**src/rtl/rfsh_pkg.sv**
```systemverilog
package rfsh_pkg;

  typedef enum logic [1:0] {
    PH_PAUSE,
    PH_INIT,
    PH_RUN
  } phase_e;

  typedef enum logic [1:0] {
    ST_IDLE,
    ST_LEAD,
    ST_ACT,
    ST_PRE
  } strobe_e;

  // Nanoseconds to clock cycles, rounded up, never below one.
  function automatic int ns_to_cyc(input longint ns, input longint clk_ps);
    longint c;
    c = (ns * 64'd1000 + clk_ps - 64'd1) / clk_ps;
    if (c < 64'd1) c = 64'd1;
    return int'(c);
  endfunction

  function automatic int imax(input int a, input int b);
    return (a > b) ? a : b;
  endfunction

endpackage

```
**src/rtl/rfsh_timebase.sv**
```systemverilog
module rfsh_timebase
  import rfsh_pkg::*;
#(
  parameter int PAUSE_CYC    = 50000,
  parameter int INTERVAL_CYC = 3906
) (
  input  logic clk,
  input  logic rst_n,
  input  logic backlog_empty,
  output logic init_load,
  output logic tick,
  output logic ready
);

  localparam int TW = $clog2(imax(PAUSE_CYC, INTERVAL_CYC) + 1);

  phase_e        phase_q, phase_d;
  logic [TW-1:0] cnt_q, cnt_d;
  logic          cnt_en;

  always_comb begin
    phase_d   = phase_q;
    cnt_d     = cnt_q;
    cnt_en    = 1'b0;
    init_load = 1'b0;
    tick      = 1'b0;
    unique case (phase_q)
      PH_PAUSE: begin
        cnt_en = 1'b1;
        if (cnt_q == TW'(PAUSE_CYC - 1)) begin
          init_load = 1'b1;
          phase_d   = PH_INIT;
          cnt_d     = '0;
        end else begin
          cnt_d = cnt_q + 1'b1;
        end
      end
      PH_INIT: begin
        if (backlog_empty) phase_d = PH_RUN;
      end
      PH_RUN: begin
        cnt_en = 1'b1;
        if (cnt_q == TW'(INTERVAL_CYC - 1)) begin
          tick  = 1'b1;
          cnt_d = '0;
        end else begin
          cnt_d = cnt_q + 1'b1;
        end
      end
      default: phase_d = PH_PAUSE;
    endcase
  end

  always_ff @(posedge clk or negedge rst_n) begin
    if (!rst_n) begin
      phase_q <= PH_PAUSE;
      cnt_q   <= '0;
    end else begin
      phase_q <= phase_d;
      if (cnt_en) cnt_q <= cnt_d;
    end
  end

  assign ready = (phase_q == PH_RUN);

  a_r3_ready_sticky: assert property (@(posedge clk) disable iff (!rst_n)
    $past(ready) |-> ready);

  a_r3_load_before_ready: assert property (@(posedge clk) disable iff (!rst_n)
    init_load |-> !ready);

endmodule

```
**src/rtl/rfsh_backlog.sv**
```systemverilog
module rfsh_backlog #(
  parameter int INIT_CYCLES  = 8,
  parameter int POSTPONE_MAX = 8,
  parameter int BW           = 4
) (
  input  logic clk,
  input  logic rst_n,
  input  logic init_load,
  input  logic tick,
  input  logic done,
  output logic pending,
  output logic more,
  output logic urgent
);

  logic [BW-1:0] cnt_q, cnt_d;

  always_comb begin
    cnt_d = cnt_q;
    if (init_load) begin
      cnt_d = BW'(INIT_CYCLES);
    end else begin
      unique case ({tick, done})
        2'b10:   if (cnt_q != '1) cnt_d = cnt_q + 1'b1;
        2'b01:   if (cnt_q != '0) cnt_d = cnt_q - 1'b1;
        default: cnt_d = cnt_q;
      endcase
    end
  end

  always_ff @(posedge clk or negedge rst_n) begin
    if (!rst_n) cnt_q <= '0;
    else        cnt_q <= cnt_d;
  end

  assign pending = (cnt_q != '0);
  assign more    = (cnt_q > BW'(1));
  assign urgent  = (cnt_q > BW'(POSTPONE_MAX));

  a_r12_req_falls_on_done: assert property (@(posedge clk) disable iff (!rst_n)
    $fell(pending) |-> $past(done));

  a_r9_urgent_rises_on_tick: assert property (@(posedge clk) disable iff (!rst_n)
    $rose(urgent) |-> $past(tick));

endmodule

```
**src/rtl/rfsh_strobe.sv**
```systemverilog
module rfsh_strobe
  import rfsh_pkg::*;
#(
  parameter int RAS_ONLY = 0,
  parameter int CSR_CYC  = 2,
  parameter int ACT_CYC  = 18,
  parameter int RAS_CYC  = 18,
  parameter int RP_CYC   = 13,
  parameter int ROWS     = 4096,
  parameter int ROW_W    = 12
) (
  input  logic             clk,
  input  logic             rst_n,
  input  logic             pending,
  input  logic             more,
  input  logic             grant,
  output logic             ras_n,
  output logic             cas_n,
  output logic [ROW_W-1:0] row,
  output logic             done
);

  localparam int MAXC = imax(imax(CSR_CYC, ACT_CYC), RP_CYC);
  localparam int CW   = $clog2(MAXC + 1);
  localparam int KW   = CW + 1;

  strobe_e       state_q, state_d;
  logic [CW-1:0] cnt_q, cnt_d;
  logic          chain_q, chain_d;
  logic          ras_n_d, cas_n_d;

  always_comb begin
    state_d = state_q;
    cnt_d   = cnt_q + 1'b1;
    chain_d = chain_q;
    done    = 1'b0;
    unique case (state_q)
      ST_IDLE: begin
        cnt_d   = '0;
        chain_d = 1'b0;
        if (pending && grant) state_d = (RAS_ONLY != 0) ? ST_ACT : ST_LEAD;
      end
      ST_LEAD: begin
        if (cnt_q == CW'(CSR_CYC - 1)) begin
          state_d = ST_ACT;
          cnt_d   = '0;
        end
      end
      ST_ACT: begin
        if (cnt_q == CW'(ACT_CYC - 1)) begin
          done    = 1'b1;
          state_d = ST_PRE;
          cnt_d   = '0;
          chain_d = more && grant;
        end
      end
      ST_PRE: begin
        if (cnt_q == CW'(RP_CYC - 1)) begin
          cnt_d   = '0;
          chain_d = 1'b0;
          state_d = (chain_q && grant) ? ST_ACT : ST_IDLE;
        end
      end
      default: state_d = ST_IDLE;
    endcase
  end

  always_comb begin
    ras_n_d = (state_d != ST_ACT);
    if (RAS_ONLY != 0) cas_n_d = 1'b1;
    else cas_n_d = !((state_d == ST_LEAD) || (state_d == ST_ACT) ||
                     ((state_d == ST_PRE) && chain_d));
  end

  always_ff @(posedge clk or negedge rst_n) begin
    if (!rst_n) begin
      state_q <= ST_IDLE;
      cnt_q   <= '0;
      chain_q <= 1'b0;
      ras_n   <= 1'b1;
      cas_n   <= 1'b1;
    end else begin
      state_q <= state_d;
      cnt_q   <= cnt_d;
      chain_q <= chain_d;
      ras_n   <= ras_n_d;
      cas_n   <= cas_n_d;
    end
  end

  generate
    if (RAS_ONLY != 0) begin : g_row_cnt
      logic [ROW_W-1:0] row_q, row_d;
      always_comb begin
        row_d = row_q;
        if (done) row_d = (row_q == ROW_W'(ROWS - 1)) ? '0 : row_q + 1'b1;
      end
      always_ff @(posedge clk or negedge rst_n) begin
        if (!rst_n) row_q <= '0;
        else        row_q <= row_d;
      end
      assign row = row_q;

      a_r10_row_step: assert property (@(posedge clk) disable iff (!rst_n)
        $rose(ras_n) |-> row == (($past(row) == ROW_W'(ROWS - 1)) ? '0 : $past(row) + 1'b1));

      a_r8_start_needs_grant: assert property (@(posedge clk) disable iff (!rst_n)
        $fell(ras_n) |-> $past(grant));
    end else begin : g_row_zero
      assign row = '0;

      a_r5_cas_leads_ras: assert property (@(posedge clk) disable iff (!rst_n)
        $fell(ras_n) |-> $past(!cas_n));

      a_r5_cas_low_with_ras: assert property (@(posedge clk) disable iff (!rst_n)
        !ras_n |-> !cas_n);

      a_r8_start_needs_grant: assert property (@(posedge clk) disable iff (!rst_n)
        $fell(cas_n) |-> $past(grant));
    end
  endgenerate

  // Checker: cycles the row strobe has held its present level.
  logic [KW-1:0] run_q;
  always_ff @(posedge clk or negedge rst_n) begin
    if (!rst_n)                run_q <= '1;
    else if (ras_n_d != ras_n) run_q <= KW'(1);
    else if (run_q != '1)      run_q <= run_q + 1'b1;
  end

  a_r6_ras_low_width: assert property (@(posedge clk) disable iff (!rst_n)
    $rose(ras_n) |-> $past(run_q) >= KW'(RAS_CYC));

  a_r6_ras_high_width: assert property (@(posedge clk) disable iff (!rst_n)
    $fell(ras_n) |-> $past(run_q) >= KW'(RP_CYC));

endmodule

```
**src/rtl/rfsh_sched.sv**
```systemverilog
module rfsh_sched
  import rfsh_pkg::*;
#(
  parameter int CLK_PS       = 4000,
  parameter int PAUSE_NS     = 200000,
  parameter int RETENTION_US = 64000,
  parameter int ROWS         = 4096,
  parameter int INIT_CYCLES  = 8,
  parameter int POSTPONE_MAX = 8,
  parameter int RAS_ONLY     = 0,
  parameter int T_CSR_NS     = 5,
  parameter int T_CHR_NS     = 15,
  parameter int T_RAS_NS     = 70,
  parameter int T_RP_NS      = 50,
  localparam int ROW_W       = (ROWS > 1) ? $clog2(ROWS) : 1
) (
  input  logic             clk,
  input  logic             rst_n,
  input  logic             grant,
  output logic             refresh_req,
  output logic             refresh_urgent,
  output logic             init_ready,
  output logic             ras_n,
  output logic             cas_n,
  output logic [ROW_W-1:0] row_addr
);

  localparam int     PAUSE_CYC    = ns_to_cyc(longint'(PAUSE_NS), longint'(CLK_PS));
  localparam longint RET_CYC      = (longint'(RETENTION_US) * 64'd1000000) / longint'(CLK_PS);
  localparam int     INTERVAL_CYC = imax(int'(RET_CYC / longint'(ROWS)), 1);
  localparam int     CSR_CYC      = ns_to_cyc(longint'(T_CSR_NS), longint'(CLK_PS));
  localparam int     CHR_CYC      = ns_to_cyc(longint'(T_CHR_NS), longint'(CLK_PS));
  localparam int     RAS_CYC      = ns_to_cyc(longint'(T_RAS_NS), longint'(CLK_PS));
  localparam int     RP_CYC       = ns_to_cyc(longint'(T_RP_NS), longint'(CLK_PS));
  localparam int     ACT_CYC      = (RAS_ONLY != 0) ? RAS_CYC : imax(RAS_CYC, CHR_CYC);
  localparam int     BW           = $clog2(imax(INIT_CYCLES, POSTPONE_MAX) + 2);

  logic init_load, tick, done, more, pending;

  rfsh_timebase #(
    .PAUSE_CYC   (PAUSE_CYC),
    .INTERVAL_CYC(INTERVAL_CYC)
  ) u_timebase (
    .clk          (clk),
    .rst_n        (rst_n),
    .backlog_empty(!pending),
    .init_load    (init_load),
    .tick         (tick),
    .ready        (init_ready)
  );

  rfsh_backlog #(
    .INIT_CYCLES (INIT_CYCLES),
    .POSTPONE_MAX(POSTPONE_MAX),
    .BW          (BW)
  ) u_backlog (
    .clk      (clk),
    .rst_n    (rst_n),
    .init_load(init_load),
    .tick     (tick),
    .done     (done),
    .pending  (pending),
    .more     (more),
    .urgent   (refresh_urgent)
  );

  rfsh_strobe #(
    .RAS_ONLY(RAS_ONLY),
    .CSR_CYC (CSR_CYC),
    .ACT_CYC (ACT_CYC),
    .RAS_CYC (RAS_CYC),
    .RP_CYC  (RP_CYC),
    .ROWS    (ROWS),
    .ROW_W   (ROW_W)
  ) u_strobe (
    .clk    (clk),
    .rst_n  (rst_n),
    .pending(pending),
    .more   (more),
    .grant  (grant),
    .ras_n  (ras_n),
    .cas_n  (cas_n),
    .row    (row_addr),
    .done   (done)
  );

  assign refresh_req = pending;

  a_r2_quiet_until_load: assert property (@(posedge clk) disable iff (!rst_n)
    $rose(refresh_req) && !init_ready |-> $past(init_load));

endmodule

```
**config.mk**
```make
export PLATFORM = sky130hd
export DESIGN_NAME = rfsh_sched
export DESIGN_NICKNAME = d
export VERILOG_FILES = /design/src/rtl/rfsh_pkg.sv /design/src/rtl/rfsh_timebase.sv /design/src/rtl/rfsh_backlog.sv /design/src/rtl/rfsh_strobe.sv /design/src/rtl/rfsh_sched.sv
export SDC_FILE = /design/constraint.sdc
export NUM_CORES = 1
export LEC_CHECK = 0
export BUFFER_PORTS_ARGS = -buffer_cell sky130_fd_sc_hd__buf_4
export CELL_PAD_IN_SITES_DETAIL_PLACEMENT = 1
export CELL_PAD_IN_SITES_GLOBAL_PLACEMENT = 1
export CORE_UTILIZATION = 45
export CTS_CLUSTER_DIAMETER = 150
export CTS_CLUSTER_SIZE = 14
export DETAILED_ROUTE_END_ITERATION = 10
export PLACE_DENSITY = 0.81
export SLEW_MARGIN = 20
export SYNTH_ARGS = -nofsm -noshare
export SYNTH_HDL_FRONTEND = slang
export SYNTH_SLANG_ARGS = --single-unit
```
**constraint.sdc**
```tcl
create_clock -name clk -period 2.8 [get_ports clk]
set_input_delay 0.14 -clock clk [delete_from_list [all_inputs] [get_ports clk]]
set_output_delay 0.14 -clock clk [all_outputs]
set_load 0.03 [all_outputs]
```
==> results of run 1 <==
==> registers in the layout, summed over array words and instances, names as in the netlist <==
signal              count
u_timebase.cnt_q       16
u_strobe.cnt_q          5
u_backlog.cnt_q         4
u_strobe.state_q        2
u_timebase.phase_q      2
u_strobe.cas_n          1
u_strobe.chain_q        1
u_strobe.ras_n          1
==> layout make-up <==
type                       instances  area, um2
timing repair buffer              11       85.1
clock buffer                       6       82.6
multi-input combinational        158       1050
fill                             495       1970
inverter                          14       52.6
clock inverter                     2       10.0
tap                               50       62.6
sequential                        32        803
==> cell families (layout without fill, tap and decap cells) <==
group / after synthesis / after routing / share of synthesized area
simple gates: 80 / 80 / 0.226
buf+inv: 35 / 33 / 0.0898
mux: 1 / 1 / 0.00503
compound gates: 40 / 40 / 0.142
xor+xnor: 13 / 13 / 0.0572
other cells: 1 / 12 / 0.00188
fa+ha+maj: 12 / 12 / 0.0754
flops: 32 / 32 / 0.403
==> worst max-delay path, cell delays in order (launching register included) <==
cell	delay (ps)
dfrtp_1	470
nor4b_1	430
nand2_1	270
nor2_1	250
ha_1	270
a41o_1	240
a211oi_1	300
xnor2_1	160
nand2b_1	70
==> power groups by stage <==
| stage | registers, W | clock network, W | logic (W) |
|---|---|---|---|
| after detailed placement | 0.000471 | 0 | 0.0000330 |
| after global placement | 0.000471 | 0 | 0.0000326 |
| after global routing | 0.000462 | 0.000390 | 0.0000371 |
| after floorplan | 0.000471 | 0 | 0.0000339 |
| final | 0.000462 | 0.000368 | 0.0000335 |
| after CTS | 0.000462 | 0.000375 | 0.0000340 |
==> placed cells by master (no fill, tap or decap), types with 2 or more instances in the layout <==
| master | synthesis | final |
|---|---|---|
| dfrtp_1 | 30 | 30 |
| nand2_1 | 19 | 19 |
| nor2_1 | 15 | 15 |
| inv_1 | 14 | 14 |
| conb_1 | 1 | 12 |
| ha_1 | 12 | 11 |
| buf_4 | 12 | 10 |
| xnor2_1 | 9 | 9 |
| o21ai_0 | 8 | 8 |
| nand4_1 | 7 | 7 |
| nand3_1 | 7 | 7 |
| clkbuf_8 | 0 | 6 |
| o21ai_1 | 5 | 5 |
| a21oi_1 | 5 | 5 |
| o31ai_1 | 4 | 4 |
| nor3_1 | 4 | 4 |
| xor2_1 | 4 | 4 |
| a211oi_1 | 3 | 3 |
| or3_1 | 3 | 3 |
| and4b_1 | 2 | 2 |
| and4_1 | 2 | 2 |
| nor2b_1 | 2 | 2 |
| nor4_1 | 2 | 2 |
| o21bai_1 | 2 | 2 |
| a21boi_0 | 2 | 2 |
| or2_2 | 2 | 2 |
| and3b_1 | 2 | 2 |
| clkinv_2 | 0 | 2 |
| dfstp_2 | 2 | 2 |
==> layer usage <==
metal,part of all wire,routed length (um),vias to the layer above,track usage
met2,0.50,2210,29,0.370
li1,-,-,738,-
met3,0.029,129,10,0.0428
met5,0,0,-,0
met1,0.45,2000,773,0.271
met4,0.023,103,0,0.122
==> final timing paths <==
path                                startpoint                  to  slack (ps)
max                        u_timebase.cnt_q[7]  u_backlog.cnt_q[3]         240
min                                      grant    u_strobe.chain_q         160
max reg2reg                u_timebase.cnt_q[7]  u_backlog.cnt_q[3]         240
min reg2reg                   u_strobe.chain_q      u_strobe.cas_n         510
max in group asynchronous                rst_n      u_strobe.cas_n        2150
min in group asynchronous                rst_n   u_strobe.cnt_q[3]         320
==> cells in the mapped netlist (all sizes together) (3+ instances only) <==
cell    number  share of area
a211oi       4          0.021
a21oi        6          0.017
buf         14          0.050
clkbuf       7          0.013
dfrtp       30           0.38
ha          12          0.075
inv         14          0.026
nand2       19          0.036
nand3        7          0.018
nand4        7          0.022
nor2        15          0.028
nor3         4          0.010
nor4         3          0.013
o21ai       13          0.033
o31ai        4          0.015
or3          3         0.0094
xnor2        9          0.040
xor2         4          0.018
==> what timing repair did <==
action,CTS,global route
hold buffers,1,0
endpoints found under the hold margin,30,0
setup buffers,0,0
gates resized for setup,0,1
endpoints found under the setup margin,0,1
==> per-stage QoR <==
stage	util	power [W]	worst slack [ps]	hold slack [ps]
floorplan	-	0.000505	196	-156
detailed placement	0.497	0.000504	235	106
global route	0.522	0.000889	68.4	197
CTS	0.522	0.000872	174	165
global placement	0.497	0.000503	437	99.8
finish	0.522	0.000864	237	164
==> results.py, run 1 <==
metrics = {
    "setup_path": {
        "required_ps": 2980,
        "crit_type": "flop to flop",
        "end_kind": "flop",
        "crit_fanout": 7,
        "worst_setup_path_start_kind": "flop",
        "arrival_ps": 2750,
        "rr_worst_depth": 8,
    },
    "power_and_ir_drop": {
        "seq_power_share": 0.535,
        "p_sw_w": 0.000203,
        "ir_worst_vdd_mv": 0.279,
        "p_leak_nw": 0.902,
        "p_per_area_nw_per_um2": 402,
        "clockPowerShare": 0.426,
        "combPwrFrac": 0.039,
        "swShare": 0.235,
        "p_int_w": 0.000661,
    },
    "timing": {
        "clock.fmax_mhz": 390,
        "relSlewSlack": 0.640,
        "fin_setup_tns_ps": 0,
        "final.period_utilization": 0.915,
        "drv_slew": 0,
        "finClkSkew_ps": 3.70,
        "hold_viol_final": 0,
        "min_period_ps": 2560,
        "tightest_slew_ps": 535,
        "setup_violations": 0,
        "rsz0062_at_grt": "no",
    },
    "global_route": {
        "grt_pass1_wl_mm": 7.45,
        "overflow": 0,
        "grt_max_degree": 33,
        "grt_pass1_vias": 1582,
        "gr-usage-all-layers": 0.223,
        "antenna_found_initial": 0,
    },
    "floorplan": {
        "rows": 23,
        "fp.coreArea_um2": 4120,
        "die_area_um2": 4700,
        "start_util": 0.484,
        "die_x_um": 68.5,
        "ios": 20,
        "die_y_um": 68.5,
    },
    "run": {
        "drv_cap": 0,
    },
    "routing": {
        "routed_wl_mm": 4.44,
        "drc": 0,
        "vias": 1550,
        "post_drt_via_cell_ratio": 5.68,
        "ant_nets": 0,
        "drt-pass1-iter-count": 4,
        "drtIter0Drc": 59,
        "wire_per_inst_um": 16.3,
    },
    "run_status": {
        "status": "finished clean",
    },
    "synth": {
        "ys_ff_latch": 32,
        "ys_seq_area_frac": 0.403,
        "synth_enable_flop_cells": 0,
        "synth_area_um2": 1990,
        "synth_cell_types": 54,
        "synthCells": 214,
        "avgSynthCellArea_um2": 9.31,
        "ys.flop_type": "dfrtp_1",
        "yosys_warnings": 0,
        "synth-async-reset-ratio": 1.00,
    },
    "placed_design": {
        "place.gp.congestion": 0.839,
        "place_area_um2": 2040,
        "numPortBuffers": 7,
        "dpl.hpwl_mm": 3.34,
        "dp.cells": 264,
    },
    "cts": {
        "cts_buffer_depth": 2,
        "cts.sinks": 32,
        "htreeDepth": 2,
        "clock_latency_ps": 290,
        "cts.clk_slew.worst_paths_ps": 70,
        "cts_made_buffers": 5,
        "root_buffer": "clkbuf_8",
        "cts_tree": "yes",
    },
    "finish": {
        "diodes": 0,
        "syn2layout_area_growth_pct": 7.91,
        "drive_gt1_frac": 0.126,
        "fin_nets": 237,
        "instances_no_fill": 273,
        "final_cell_area_um2": 2150,
    },
    "worst_hold_path": {
        "whs_path_depth": 3,
        "hold_class": "primary input to flop",
    },
}
Power figures use the tool's default switching activity.
==> run 2, diff against run 1 <==
GPL_TIMING_DRIVEN = 0   (was default)
==> run 2 against run 1 <==
Effect of this change: sequential power about the same; cell area increased by 6.5%; flip-flop and latch count unchanged; setup slack got worse by 33 ps; total power increased by 10%; first-iteration DRC count increased by 71%; critical path type unchanged; clock skew increased by 2.6 ps; via count increased by 3.2%; global-route usage increased by 0.14 points; count of clock-buffer cells in the layout unchanged; core utilization increased by 3.4 points; critical endpoint is now u_backlog.cnt_q[2].
==> results.py, run 2 (synthesis results as in run 1) <==
metrics = {
    "run_status": {
        "status": "finished clean",
    },
    "setup_path": {
        "slowest_stage": "nor4_1",
        "path_depth": 10,
        "ff2ff_setup_slack_ps": 200,
        "end_kind": "flop",
        "crit_chain": "clkbuf_1, nor4_1, nand4_1, nor2_2, inv_1, ha_1, nor4bb_1, nor3_1, xnor2_1, nor2_1",
        "required_ps": 2950,
        "r2r_start": "u_timebase.cnt_q[3]",
        "crit_buf_inv": 2,
        "rr_worst_depth": 10,
        "critPathMaxStageDelay_ps": 400,
        "r2r_end": "u_backlog.cnt_q[2]",
        "crit_type": "flop to flop",
        "crit_start": "u_timebase.cnt_q[3]",
        "path_delay_family": "simple AND/OR/NAND/NOR gates",
        "arrival_ps": 2750,
        "crit_fanout": 9,
        "worst_setup_path_start_kind": "flop",
    },
    "cts": {
        "cts.sinks": 32,
        "clock_latency_ps": 290,
        "cts_tree": "yes",
        "root_buffer": "clkbuf_8",
        "cts.clk_slew.worst_paths_ps": 70,
        "htreeDepth": 2,
        "cts_buffer_depth": 2,
        "post_cts_buffers": 0,
        "cts_made_buffers": 5,
    },
    "floorplan": {
        "die_y_um": 68.5,
        "die_x_um": 68.5,
        "fp.coreArea_um2": 4120,
        "ios": 20,
        "rows": 23,
        "die_area_um2": 4700,
        "start_util": 0.484,
    },
    "global_route": {
        "use_met3": 0.0461,
        "gr-usage-all-layers": 0.224,
        "grt.met1_usage": 0.283,
        "antenna_found_initial": 0,
        "grt_max_degree": 33,
        "overflow": 0,
        "grt_pass1_wl_mm": 7.52,
        "busiest_layer": "met2",
        "use_met2": 0.370,
        "grt_pass1_vias": 1606,
    },
    "timing": {
        "setup_violations": 0,
        "hold_viol_final": 0,
        "finClkSkew_ps": 6.27,
        "fin_ws_ps": 205,
        "min_period_ps": 2600,
        "final.period_utilization": 0.927,
        "tightest_slew_ps": 598,
        "drv_slew": 0,
        "clock.fmax_mhz": 385,
        "rsz0062_at_grt": "no",
        "relSlewSlack": 0.596,
    },
    "routing": {
        "ant_nets": 0,
        "vias": 1600,
        "drtIter0Drc": 101,
        "drc": 0,
        "post_drt_via_cell_ratio": 5.50,
        "routed_wl_mm": 4.61,
        "drt-pass1-iter-count": 4,
        "wire_per_inst_um": 15.8,
    },
    "finish": {
        "mostFrequentLayoutCells": "30 x dfrtp_1, 19 x nand2_1, 19 x buf_4",
        "instances_no_fill": 291,
        "top_register": "u_timebase.cnt_q",
        "drive_gt1_frac": 0.170,
        "final_common_cell": "dfrtp_1",
        "diodes": 0,
        "largest_reg_flops": 16,
        "multi_input_comb_area_um2": 1070,
        "fin_nets": 255,
        "reg.largest.list": "u_timebase.cnt_q: 16 flops, u_strobe.cnt_q: 5 flops, u_backlog.cnt_q: 4 flops",
        "final_cell_area_um2": 2290,
        "syn2layout_area_growth_pct": 14.9,
        "fillerInstances": 472,
        "post-route-util": 0.556,
        "register_area_um2": 803,
    },
    "power_and_ir_drop": {
        "ir_worst_vdd_mv": 0.273,
        "p_per_area_nw_per_um2": 415,
        "p_leak_nw": 0.979,
        "finalPower_w": 0.000951,
    },
    "placed_design": {
        "place_area_um2": 2150,
        "numPortBuffers": 7,
        "place.gp.congestion": 0.793,
        "dp_slack_ps": -61.7,
        "dp.cells": 282,
        "dpl.hpwl_mm": 3.23,
    },
    "worst_hold_path": {
        "hold_start": "grant",
        "hold_class": "primary input to flop",
        "hold_end": "u_strobe.chain_q",
        "whs_path_depth": 3,
    },
    "run": {
        "drv_cap": 0,
    },
}
==> run 2: cell count changes in the layout (fill, tap and decap cells not counted), sizes merged <==
cell    change
buf        +11
clkinv      -1
bufinv      +1
clkbuf      +7
==> run 2: worst register-to-register path, cell delays in order (launching register included) <==
cell	delay, ps
dfrtp_1	360
clkbuf_1	220
nor4_1	400
nand4_1	290
nor2_2	220
inv_1	60
ha_1	260
nor4bb_1	200
nor3_1	250
xnor2_1	150
nor2_1	60
==> run 2: per-layer routing <==
metal | vias up | share of wire
met5 | - | 0
met4 | 0 | 0.017
met3 | 8 | 0.026
met2 | 25 | 0.49
met1 | 787 | 0.47
li1 | 780 | -
==> run 2: layout make-up <==
class	count	area share
Buffer	21	0.0552
Tap cell	50	0.0273
Clock buffer	6	0.0317
Clock inverter	2	0.0153
Sequential cell	32	0.351
Inverter	14	0.0230
Timing Repair Buffer	8	0.0273
Multi-Input combinational cell	158	0.469
==> run 2: metrics by stage <==
stage               hold slack, ps  setup TNS [ps]
floorplan                     -156               0
global placement               107               0
detailed placement             108           -61.7
CTS                            171               0
global route                   211               0
finish                         170               0
==> run 2: repair_timing <==
| item | in CTS | in global routing |
|---|---|---|
| gates resized for setup | 1 | 4 |
| hold buffers | 1 | 0 |
| setup endpoints to repair | 1 | 3 |
| pin swaps | 0 | 0 |
| hold endpoints to repair | 30 | 0 |
==> run 2: worst max-delay path by stage <==
| stage | to |
|---|---|
| floorplan | u_backlog.cnt_q[3] |
| global placement | u_backlog.cnt_q[3] |
| detailed placement | u_backlog.cnt_q[3] |
| CTS | u_backlog.cnt_q[3] |
| global route | u_backlog.cnt_q[1] |
| finish | u_backlog.cnt_q[2] |
==> run 2: where the power goes <==
| group | leakage, nW | internal [W] | switching (W) |
|---|---|---|---|
| combinational | 0.498 | 0.0000141 | 0.0000326 |
| clock | 0.0552 | 0.000264 | 0.000178 |
| sequential | 0.426 | 0.000462 | 0 |
